$ cat src/rtl/lsr_pkg.sv
package lsr_pkg;

    typedef enum logic [1:0] {
        OP_LOAD = 2'd0,
        OP_ADD  = 2'd1,
        OP_XOR  = 2'd2,
        OP_AND  = 2'd3
    } op_e;

    typedef enum logic {
        ST_RUN  = 1'b0,
        ST_ROLL = 1'b1
    } ctl_e;

    // Register update; callers truncate to their own data width.
    function automatic logic [63:0] lsr_alu(op_e op, logic [63:0] cur, logic [63:0] opnd);
        logic [63:0] r;
        case (op)
            OP_LOAD: r = opnd;
            OP_ADD:  r = cur + opnd;
            OP_XOR:  r = cur ^ opnd;
            default: r = cur & opnd;
        endcase
        return r;
    endfunction

endpackage

$ cat src/rtl/lsr_replica.sv
module lsr_replica
    import lsr_pkg::*;
#(
    parameter int DATA_W = 16,
    parameter int NREG   = 4,
    localparam int IDX_W = (NREG > 1) ? $clog2(NREG) : 1
) (
    input  logic                           clk,
    input  logic                           rst,
    input  logic                           issue,
    input  op_e                            op,
    input  logic [IDX_W-1:0]               idx,
    input  logic [DATA_W-1:0]              opnd,
    input  logic                           upset,
    input  logic                           restore,
    input  logic [NREG-1:0][DATA_W-1:0]    restore_ctx,
    output logic [NREG-1:0][DATA_W-1:0]    ctx,
    output logic                           res_valid,
    output logic [DATA_W-1:0]              res_data
);

    logic [NREG-1:0][DATA_W-1:0] regs_q;
    logic [DATA_W-1:0]           next_val;

    always_comb begin
        next_val = DATA_W'(lsr_alu(op, 64'(regs_q[idx]), 64'(opnd)));
        next_val[0] = next_val[0] ^ upset;
    end

    always_ff @(posedge clk) begin
        if (rst) begin
            regs_q    <= '0;
            res_valid <= 1'b0;
            res_data  <= '0;
        end else if (restore) begin
            regs_q    <= restore_ctx;
            res_valid <= 1'b0;
            res_data  <= '0;
        end else if (issue) begin
            regs_q[idx] <= next_val;
            res_valid   <= 1'b1;
            res_data    <= next_val;
        end else begin
            res_valid <= 1'b0;
        end
    end

    assign ctx = regs_q;

    AST_RESTORE_CLEARS: assert property (@(posedge clk) disable iff (rst)
        restore |=> (!res_valid && regs_q == $past(restore_ctx))) else $error("restore");

endmodule

$ cat src/rtl/lsr_context.sv
module lsr_context #(
    parameter int DATA_W = 16,
    parameter int NREG   = 4
) (
    input  logic                        clk,
    input  logic                        rst,
    input  logic                        save,
    input  logic [NREG-1:0][DATA_W-1:0] ctx_in,
    output logic [NREG-1:0][DATA_W-1:0] ctx_out
);

    logic [NREG-1:0][DATA_W-1:0] shadow_q;

    // Reset value equals the replicas' reset state, so an early restore
    // returns both copies to zero.
    always_ff @(posedge clk) begin
        if (rst)       shadow_q <= '0;
        else if (save) shadow_q <= ctx_in;
    end

    assign ctx_out = shadow_q;

    AST_SAVE_CAPTURE: assert property (@(posedge clk) disable iff (rst)
        save |=> ctx_out == $past(ctx_in)) else $error("save");
    AST_HOLD_NO_SAVE: assert property (@(posedge clk) disable iff (rst)
        !save |=> $stable(ctx_out)) else $error("hold");

endmodule

$ cat src/rtl/lsr_ctrl.sv
module lsr_ctrl
    import lsr_pkg::*;
#(
    parameter int CKPT_N   = 4,
    parameter int ROLL_CYC = 3,
    parameter int RB_W     = 4
) (
    input  logic            clk,
    input  logic            rst,
    input  logic            in_valid,
    input  logic            mismatch,
    output logic            in_ready,
    output logic            issue,
    output logic            save,
    output logic            restore,
    output logic            err,
    output logic [RB_W-1:0] rb_count
);

    localparam int CNT_W = $clog2(CKPT_N + 1);
    localparam int TMR_W = (ROLL_CYC > 1) ? $clog2(ROLL_CYC) : 1;
    localparam logic [CNT_W-1:0] CKPT_LIM = CNT_W'(CKPT_N);
    localparam logic [TMR_W-1:0] TMR_LOAD = TMR_W'(ROLL_CYC - 1);
    localparam logic [RB_W-1:0]  RB_MAX   = {RB_W{1'b1}};

    ctl_e             state_q;
    logic [CNT_W-1:0] acc_q;
    logic [TMR_W-1:0] tmr_q;
    logic [RB_W-1:0]  rb_q;
    logic             run, at_ckpt;

    assign run      = (state_q == ST_RUN);
    assign at_ckpt  = (acc_q == CKPT_LIM);
    assign in_ready = run && !mismatch && !at_ckpt;
    assign issue    = in_ready && in_valid;
    assign save     = run && at_ckpt && !mismatch;
    assign restore  = run && mismatch;
    assign err      = !run;
    assign rb_count = rb_q;

    always_ff @(posedge clk) begin
        if (rst) begin
            state_q <= ST_RUN;
            acc_q   <= '0;
            tmr_q   <= '0;
            rb_q    <= '0;
        end else begin
            case (state_q)
                ST_RUN: begin
                    if (mismatch) begin
                        state_q <= ST_ROLL;
                        tmr_q   <= TMR_LOAD;
                        acc_q   <= '0;
                        if (rb_q != RB_MAX) rb_q <= rb_q + 1'b1;
                    end else if (save) begin
                        acc_q <= '0;
                    end else if (issue) begin
                        acc_q <= acc_q + 1'b1;
                    end
                end
                default: begin
                    if (tmr_q == '0) state_q <= ST_RUN;
                    else             tmr_q   <= tmr_q - 1'b1;
                end
            endcase
        end
    end

    AST_ACC_BOUND: assert property (@(posedge clk) disable iff (rst)
        acc_q <= CKPT_LIM) else $error("acc");
    AST_RB_MONO: assert property (@(posedge clk) disable iff (rst)
        1'b1 |=> rb_q >= $past(rb_q)) else $error("rb");
    AST_ROLL_ENTRY: assert property (@(posedge clk) disable iff (rst)
        restore |=> (err && !in_ready)) else $error("entry");
    AST_TMR_RANGE: assert property (@(posedge clk) disable iff (rst)
        !run |-> tmr_q <= TMR_LOAD) else $error("tmr");

endmodule

$ cat src/rtl/lockstep_rollback.sv
module lockstep_rollback
    import lsr_pkg::*;
#(
    parameter int DATA_W   = 16,
    parameter int NREG     = 4,
    parameter int CKPT_N   = 4,
    parameter int ROLL_CYC = 3,
    parameter int RB_W     = 4,
    localparam int IDX_W   = (NREG > 1) ? $clog2(NREG) : 1
) (
    input  logic              clk,
    input  logic              rst,
    input  logic              in_valid,
    output logic              in_ready,
    input  logic [1:0]        in_op,
    input  logic [IDX_W-1:0]  in_idx,
    input  logic [DATA_W-1:0] in_data,
    input  logic              upset_i,
    output logic              res_valid,
    output logic [DATA_W-1:0] res_data,
    output logic              err_o,
    output logic [RB_W-1:0]   rb_count
);

    localparam int NREP = 2;

    logic [NREG-1:0][DATA_W-1:0] rep_ctx [NREP];
    logic                        rep_v   [NREP];
    logic [DATA_W-1:0]           rep_d   [NREP];
    logic [NREG-1:0][DATA_W-1:0] ckpt_ctx;
    logic issue, save, restore, mismatch;

    for (genvar g = 0; g < NREP; g++) begin : g_rep
        lsr_replica #(.DATA_W(DATA_W), .NREG(NREG)) u_rep (
            .clk         (clk),
            .rst         (rst),
            .issue       (issue),
            .op          (op_e'(in_op)),
            .idx         (in_idx),
            .opnd        (in_data),
            .upset       ((g == NREP - 1) ? (upset_i && issue) : 1'b0),
            .restore     (restore),
            .restore_ctx (ckpt_ctx),
            .ctx         (rep_ctx[g]),
            .res_valid   (rep_v[g]),
            .res_data    (rep_d[g])
        );
    end

    assign mismatch = (rep_v[0] != rep_v[1]) ||
                      (rep_v[0] && (rep_d[0] != rep_d[1]));

    lsr_context #(.DATA_W(DATA_W), .NREG(NREG)) u_ctx (
        .clk     (clk),
        .rst     (rst),
        .save    (save),
        .ctx_in  (rep_ctx[0]),
        .ctx_out (ckpt_ctx)
    );

    lsr_ctrl #(.CKPT_N(CKPT_N), .ROLL_CYC(ROLL_CYC), .RB_W(RB_W)) u_ctrl (
        .clk      (clk),
        .rst      (rst),
        .in_valid (in_valid),
        .mismatch (mismatch),
        .in_ready (in_ready),
        .issue    (issue),
        .save     (save),
        .restore  (restore),
        .err      (err_o),
        .rb_count (rb_count)
    );

    assign res_valid = rep_v[0] && !mismatch;
    assign res_data  = rep_d[0];

    AST_RESTORE_EQUAL: assert property (@(posedge clk) disable iff (rst)
        restore |=> rep_ctx[0] == rep_ctx[1]) else $error("eq");
    AST_ERR_NOREADY: assert property (@(posedge clk) disable iff (rst)
        err_o |-> !in_ready) else $error("rdy");
    AST_CKPT_AGREE: assert property (@(posedge clk) disable iff (rst)
        save |-> rep_ctx[0] == rep_ctx[1]) else $error("ckpt");

endmodule

$ cat config.mk
export PLATFORM = sky130hd
export DESIGN_NAME = lockstep_rollback
export DESIGN_NICKNAME = d
export VERILOG_FILES = /design/src/rtl/lsr_pkg.sv /design/src/rtl/lsr_replica.sv /design/src/rtl/lsr_context.sv /design/src/rtl/lsr_ctrl.sv /design/src/rtl/lockstep_rollback.sv
export SDC_FILE = /design/constraint.sdc
export NUM_CORES = 1
export LEC_CHECK = 0
export BUFFER_PORTS_ARGS = -buffer_cell sky130_fd_sc_hd__buf_2
export CAP_MARGIN = 30
export CORE_MARGIN = 3
export CORE_UTILIZATION = 34
export DETAILED_ROUTE_END_ITERATION = 16
export GPL_ROUTABILITY_DRIVEN = 0
export PLACE_DENSITY = 0.57
export SYNTH_ARGS = -nofsm -noshare
export SYNTH_HDL_FRONTEND = slang
export SYNTH_HIERARCHICAL = 1
export SYNTH_SLANG_ARGS = --single-unit
$ cat constraint.sdc
create_clock -name clk -period 5.4 [get_ports clk]
set_clock_uncertainty 0.1 [all_clocks]
set_input_delay 0.54 -clock clk [delete_from_list [all_inputs] [get_ports clk]]
set_output_delay 0.54 -clock clk [all_outputs]
set_load 0.01 [all_outputs]
==> impl_metrics.toml, run 1 <==
[final_layout]
finalNonFillerCells = 2115
drive_gt1_share_pct = 12.2
layout_common_cells = "nor2_1, dfxtp_1, nand2_1"
fillers = 3959
syn_to_final_growth_pct = 10.0
multi_input_area_sq_um = 8150
num-nets-final = 1642
antenna_cells = 0
seq_area_sq_um = 4720
final_common_cell = "nor2_1"

[sta]
slew_headroom_pct = 39.6
fin_ws_ns = 0.980
rsz0062_at_grt = "false"
hold_viol = 0
setup_tns_ns = 0
hold_ws_ns = 0.238
fin_crit_sh_pct = 81.8
setup_viol = 0
worst_pin_slew_ns = 0.906
timing.fmax_mhz = 226
drv_slew = 0
fin_crit_ns = 4.42

[worst_setup_path]
crit_path_end_kind = "flip-flop"
crit_required_ns = 5.69
ff2ff_setup_slack_ns = 0.98
crit_arrival_ns = 4.71
criticalPathCategory = "reg2reg"
crit_path_start = "g_rep[0].u_rep/res_data[7]"
startpoint_type = "flip-flop"
reg2regPathDepth = 13
endpoint = "g_rep[1].u_rep/ctx[45]"
reg2reg_to = "g_rep[1].u_rep/ctx[45]"
r2r-start = "g_rep[0].u_rep/res_data[7]"
crit_fanout = 36

[placed_design]
dp.cells = 2069
pre_cts_ws_ns = 1.08
portBuffers = 46
hpwl_mm = 30.8

[floorplan]
rows = 72
core_area_sq_um = 39000
die_height_microns = 206
fp.dieArea_sq_um = 42300
ioPinCount = 47
initial_core_util_pct = 34.7
fp.dieW_microns = 206

[hold_path]
worst_hold_startpoint = "in_valid"
hp-class = "in2reg"

[synth]
synth_nets = 1670
synth.top_cell.area_share_pct = 34.9
synthDistinctLibCells = 82
syn_inst = 1607
synth-seq-cells = 236
synth_top_cell_by_area = "dfxtp_1"
synthTopCellsByArea = "dfxtp_1, mux4_2, nor2_1, mux2i_1, a21oi_1"
syn_area_sq_um = 13500
syn_area_per_cell_sq_um = 8.43
ys_seq_area_share_pct = 34.9
synth_edf_count = 0
synth-main-ff-cell = "dfxtp_1"
yosysWarnings = 6
synth-async-reset-ratio_pct = 0

[clocking]
cts_root_buf = "clkbuf_16"
cts_resized = 0
clock_latency_ns = 0.54
clk_pin_slew_ns = 0.06
post_cts_buffers = 0
cts_buffers = 26
cts_tree = "yes"
holdBufCountCts = 0
clock_path_buffers = 3
clock_sinks = 236
htreeDepth = 1

[run]
maxCapViolCount = 0

[drt]
wl_per_cell_microns = 21.3
ant_nets = 0
first_pass_iters = 5
wl_mm = 45.1
drt_first_iter_violations = 1187
via_per_inst = 5.79
drc = 0
vias = 12200

[pwr]
switchingPower_mw = 1.63
swShare_pct = 33.0
powerDensity_nw_per_um2 = 331
seqPwrFrac_pct = 39.4
p_clk_share_pct = 35.9
peakVddDrop_v = 0.000234
p_comb_share_pct = 24.6
intPower_mw = 3.30
p_leak_nw = 5.43

[global_route]
grt_pass1_wl_mm = 69.2
track_usage_pct = 20.9
grt_max_degree = 135
antenna_found_initial = 0
first_global_vias = 11400
grt_overflow = 0

[status]
status = "finished, final reports clean"
[synth_stat cells (16+ instances only)]
library cell  instances
o21ai_0              47
xnor2_1              16
nor2_1              262
nor3_1               23
o22ai_1              54
buf_1                17
mux2i_1              96
ha_1                 37
nand3_1              16
nand2b_1             17
inv_1                29
dfxtp_1             236
mux4_2               44
nand2_1             188
xor2_1               16
a21oi_1             154
clkbuf_1             80
a221oi_1             34
[critical path, stage by stage, from the launching register on]
cell	delay, ns
dfxtp_1	0.45
xor2_1	0.19
nor4_1	0.21
nand2_1	0.19
o32a_1	0.45
a211oi_2	0.34
and2_2	0.57
buf_4	0.49
nand2_1	0.11
or2_2	0.54
nand2_1	0.15
nor2_1	0.05
a221oi_1	0.27
o22ai_1	0.12
[layout make-up]
| type | count | area share (%) |
|---|---|---|
| clock buffers | 38 | 5.00 |
| clock inverters | 8 | 0.680 |
| inverters | 30 | 0.789 |
| multi-input cells | 1220 | 54.7 |
| flip-flops and latches | 236 | 31.7 |
| well taps | 518 | 4.35 |
| repair buffers | 65 | 2.80 |
[per-layer routing]
layer / wire length [microns] / global-route usage [%] / vias up
met3: 3160 / 3.04 / 83
met4: 1460 / 6.76 / 0
met5: 0 / 0 / -
met1: 20000 / 29.4 / 5951
li1: - / - / 5761
met2: 20500 / 33.1 / 452
[worst min path at each step]
stage                                  end  slack (ns)  depth (start not counted)
floorplan                  u_ctrl/tmr_q[0]        0.35                          2
detailed placement  g_rep[1].u_rep/ctx[34]        0.37                          2
global placement           u_ctrl/tmr_q[0]        0.37                          2
finish                     u_ctrl/acc_q[2]        0.24                          3
CTS                        u_ctrl/acc_q[2]        0.21                          3
global route               u_ctrl/acc_q[1]        0.24                          3
[kinds of logic after synthesis]
logic type / Yosys count / synth area share [%]
AND/OR/NAND/NOR: 581 / 18.6
multiplexers: 147 / 15.1
AO/OA/AOI/OAI: 420 / 20.7
flip-flops: 236 / 34.9
XOR/XNOR: 32 / 2.07
buffers and inverters: 151 / 4.98
adder cells (fa/ha/maj): 39 / 3.71
other: 1 / 0.0277
[registers in the layout, indices dropped and copies added (netlist names)]
name	count
g_rep.u_rep/res_data	32
g_rep.u_rep/res_valid	2
u_ctrl/tmr_q	2
g_rep.u_rep/ctx	128
u_ctx/ctx_out	64
u_ctrl/acc_q	3
u_ctrl/err	1
u_ctrl/rb_count	4
[power groups by stage]
stage	Sequential [mW]	Clock, mW	Combinational, mW
3_5_place_dp	1.98	0	1.19
3_3_place_gp	1.98	0	1.17
5_1_grt	1.96	1.89	1.31
6_report	1.94	1.77	1.21
4_1_cts	1.94	1.81	1.20
2_1_floorplan	1.96	0	0.852
[through the flow]
stage / power (mW) / util, % / instance area [sq um]
final: 4.93 / 38.2 / 14900
after global routing: 5.15 / 38.2 / 14900
after CTS: 4.95 / 38.2 / 14900
after detailed placement: 3.17 / 36.0 / 14100
after global placement: 3.15 / 36.0 / 14100
after floorplan: 2.81 / - / 13500
(Power assumes the default switching activity.)
==> run 2: changes to the inputs <==
--- a/config.mk
+++ b/config.mk
@@ -5,13 +5,14 @@
 export SDC_FILE = /design/constraint.sdc
 export NUM_CORES = 1
 export LEC_CHECK = 0
+export ABC_AREA = 1
 export BUFFER_PORTS_ARGS = -buffer_cell sky130_fd_sc_hd__buf_2
 export CAP_MARGIN = 30
 export CORE_MARGIN = 3
 export CORE_UTILIZATION = 34
 export DETAILED_ROUTE_END_ITERATION = 16
 export GPL_ROUTABILITY_DRIVEN = 0
-export PLACE_DENSITY = 0.57
+export PLACE_DENSITY = 0.59
 export SYNTH_ARGS = -nofsm -noshare
 export SYNTH_HDL_FRONTEND = slang
 export SYNTH_HIERARCHICAL = 1
==> constraint.sdc (replaced) <==
create_clock -name clk -period 4.02 [get_ports clk]
set_clock_uncertainty 0.1 [all_clocks]
set_input_delay 0.402 -clock clk [delete_from_list [all_inputs] [get_ports clk]]
set_output_delay 0.402 -clock clk [all_outputs]
set_load 0.01 [all_outputs]
==> run 2 against run 1 <==
Compared with the run above: flip-flop and latch count stayed put; final cell count is 32% higher; fmax is 31% higher; critical path depth is 1 higher; synthesized cell count is 38% higher; power is 99% higher; clock-buffer cell count is 6 higher; sequential power is 59% higher; non-clock buffer count is 22 higher; highest routed layer unchanged; wire length is 16% higher; area after synthesis is 4.8% higher; largest power group is now combinational cells.
==> impl_metrics.toml, run 2 <==
[global_route]
grt_overflow = 0
first_global_vias = 13700
track_usage_pct = 22.9
grt_pass1_wl_mm = 79.8
antenna_found_initial = 0
grt_max_degree = 130

[sta]
rsz0062_at_grt = "false"
setup_viol = 0
worst_pin_slew_ns = 1.00
drv_slew = 0
timing.fmax_mhz = 297
hold_viol = 0
slew_headroom_pct = 32.8
fin_crit_sh_pct = 83.9
setup_tns_ns = 0
fin_crit_ns = 3.37

[status]
status = "finished, final reports clean"

[placed_design]
hpwl_mm = 37.8
dpl_cell_area_sq_um = 14900
portBuffers = 46

[final_layout]
seq_area_sq_um = 4720
syn_to_final_growth_pct = 11.7
antenna_cells = 0
fillers = 4341
largest_reg_flops = 128
final_cell_area_sq_um = 15900
drive_gt1_share_pct = 8.99
layout_common_cells = "nand2_1, inv_1, dfxtp_1"
multi_input_area_sq_um = 7560
num-nets-final = 2301
final_common_cell = "nand2_1"

[synth]
synth-seq-cells = 236
synth_top_cell_by_area = "dfxtp_1"
syn_area_sq_um = 14200
syn_area_per_cell_sq_um = 6.42
syn_inst = 2212
ys_seq_area_share_pct = 33.3
synth-main-ff-cell = "dfxtp_1"
synth.top_cell.area_share_pct = 33.3
synth_edf_count = 0
yosys-top-cells-count = "nand2_1, inv_1, dfxtp_1, nor2_1, nand3_1"
synthDistinctLibCells = 48
synthTopCellsByArea = "dfxtp_1, nand2_1, inv_1, nor2_1, nand3_1"
synth_nets = 2275
yosysMostFrequentCell = "nand2_1"
yosysWarnings = 6
synth-async-reset-ratio_pct = 0

[clocking]
clock_sinks = 236
holdBufCountCts = 1
cts_tree = "yes"
clock_path_buffers = 3
post_cts_buffers = 0
cts_buffers = 28
cts_resized = 0
clock_latency_ns = 0.55
clk_pin_slew_ns = 0.06
cts_root_buf = "clkbuf_16"
htreeDepth = 1

[run]
maxCapViolCount = 0

[floorplan]
rows = 74
fp.dieW_microns = 210
die_height_microns = 210
ioPinCount = 47
core_area_sq_um = 41000
initial_core_util_pct = 34.6
fp.dieArea_sq_um = 44300

[pwr]
intPower_mw = 5.33
seqPwrFrac_pct = 31.4
swShare_pct = 45.7
powerDensity_nw_per_um2 = 619
switchingPower_mw = 4.49
p_comb_share_pct = 43.0
p_leak_nw = 6.59
peakVddDrop_v = 0.000547
p_clk_share_pct = 25.6

[hold_path]
hp-class = "in2reg"

[worst_setup_path]
crit_path_end_kind = "flip-flop"
criticalPathCategory = "reg2reg"
startpoint_type = "flip-flop"
crit_required_ns = 4.36
crit_arrival_ns = 3.71
crit_fanout = 25

[drt]
wl_per_cell_microns = 18.8
drt_first_iter_violations = 1499
vias = 14800
wl_mm = 52.4
ant_nets = 0
first_pass_iters = 7
via_per_inst = 5.29
drc = 0
run 2: worst paths after layout:
path / from / to / slack (ns) / depth (start not counted)
max: g_rep[0].u_rep/res_data[6] / g_rep[1].u_rep/ctx[51] / 0.65 / 14
min: in_valid / u_ctrl/acc_q[0] / 0.15 / 5
max reg2reg: g_rep[0].u_rep/res_data[6] / g_rep[1].u_rep/ctx[51] / 0.65 / 14
min reg2reg: u_ctrl/tmr_q[0] / u_ctrl/tmr_q[0] / 0.33 / 1
run 2: cell type report:
type | instances | area share [%]
multi-input combinational | 1514 | 47.7
sequential | 236 | 29.8
inverter | 371 | 8.82
clock buffer | 44 | 5.50
tap | 532 | 4.20
timing repair buffer | 87 | 3.77
clock inverter | 6 | 0.268
run 2: cells by family after synthesis:
group,synth area share (%)
and+or+nand+nor,30.3
buffers and inverters,13.5
AOI/OAI and AO/OA,19.0
DFF,33.3
adders and majority gates,3.54
xor gates and xnor gates,0.414
other,0.0264
run 2: power by group through the flow:
| stage | registers [mW] | clock network (mW) | logic [mW] |
|---|---|---|---|
| CTS | 3.08 | 2.55 | 4.16 |
| finish | 3.08 | 2.52 | 4.23 |
| detailed placement | 3.13 | 0 | 4.14 |
| floorplan | 3.00 | 0 | 2.72 |
| global placement | 3.12 | 0 | 4.07 |
| global route | 3.11 | 2.64 | 4.59 |
run 2: routing by layer:
layer | track usage [%] | routed length (microns)
met1 | 29.7 | 21800
met2 | 37.6 | 23800
met3 | 2.25 | 3500
met4 | 12.8 | 3310
met5 | 0 | 0
run 2: per-stage QoR:
step,std cells,hold slack [ns],setup slack [ns],power (mW),util [%]
CTS,2790,0.166,0.722,9.78,38.7
global route,2790,0.221,0.522,10.3,38.7
floorplan,2212,0.307,1.32,5.73,-
finish,2790,0.152,0.649,9.82,38.7
global placement,2736,0.317,0.401,7.19,36.3
detailed placement,2739,0.322,0.563,7.26,36.4
run 2: worst max-delay path: stages (launching register included):
cell     delay [ns]
dfxtp_1        0.54
nor2_1         0.07
nor2_1         0.22
nor2_1         0.07
nand2_1        0.06
nor2_1         0.04
nand2_1        0.06
nand2_1        0.05
nand2_1        0.17
inv_2          0.08
nor2_4         0.52
inv_1          0.22
nand2_1        0.65
o21ai_0        0.17
o21a_1         0.22
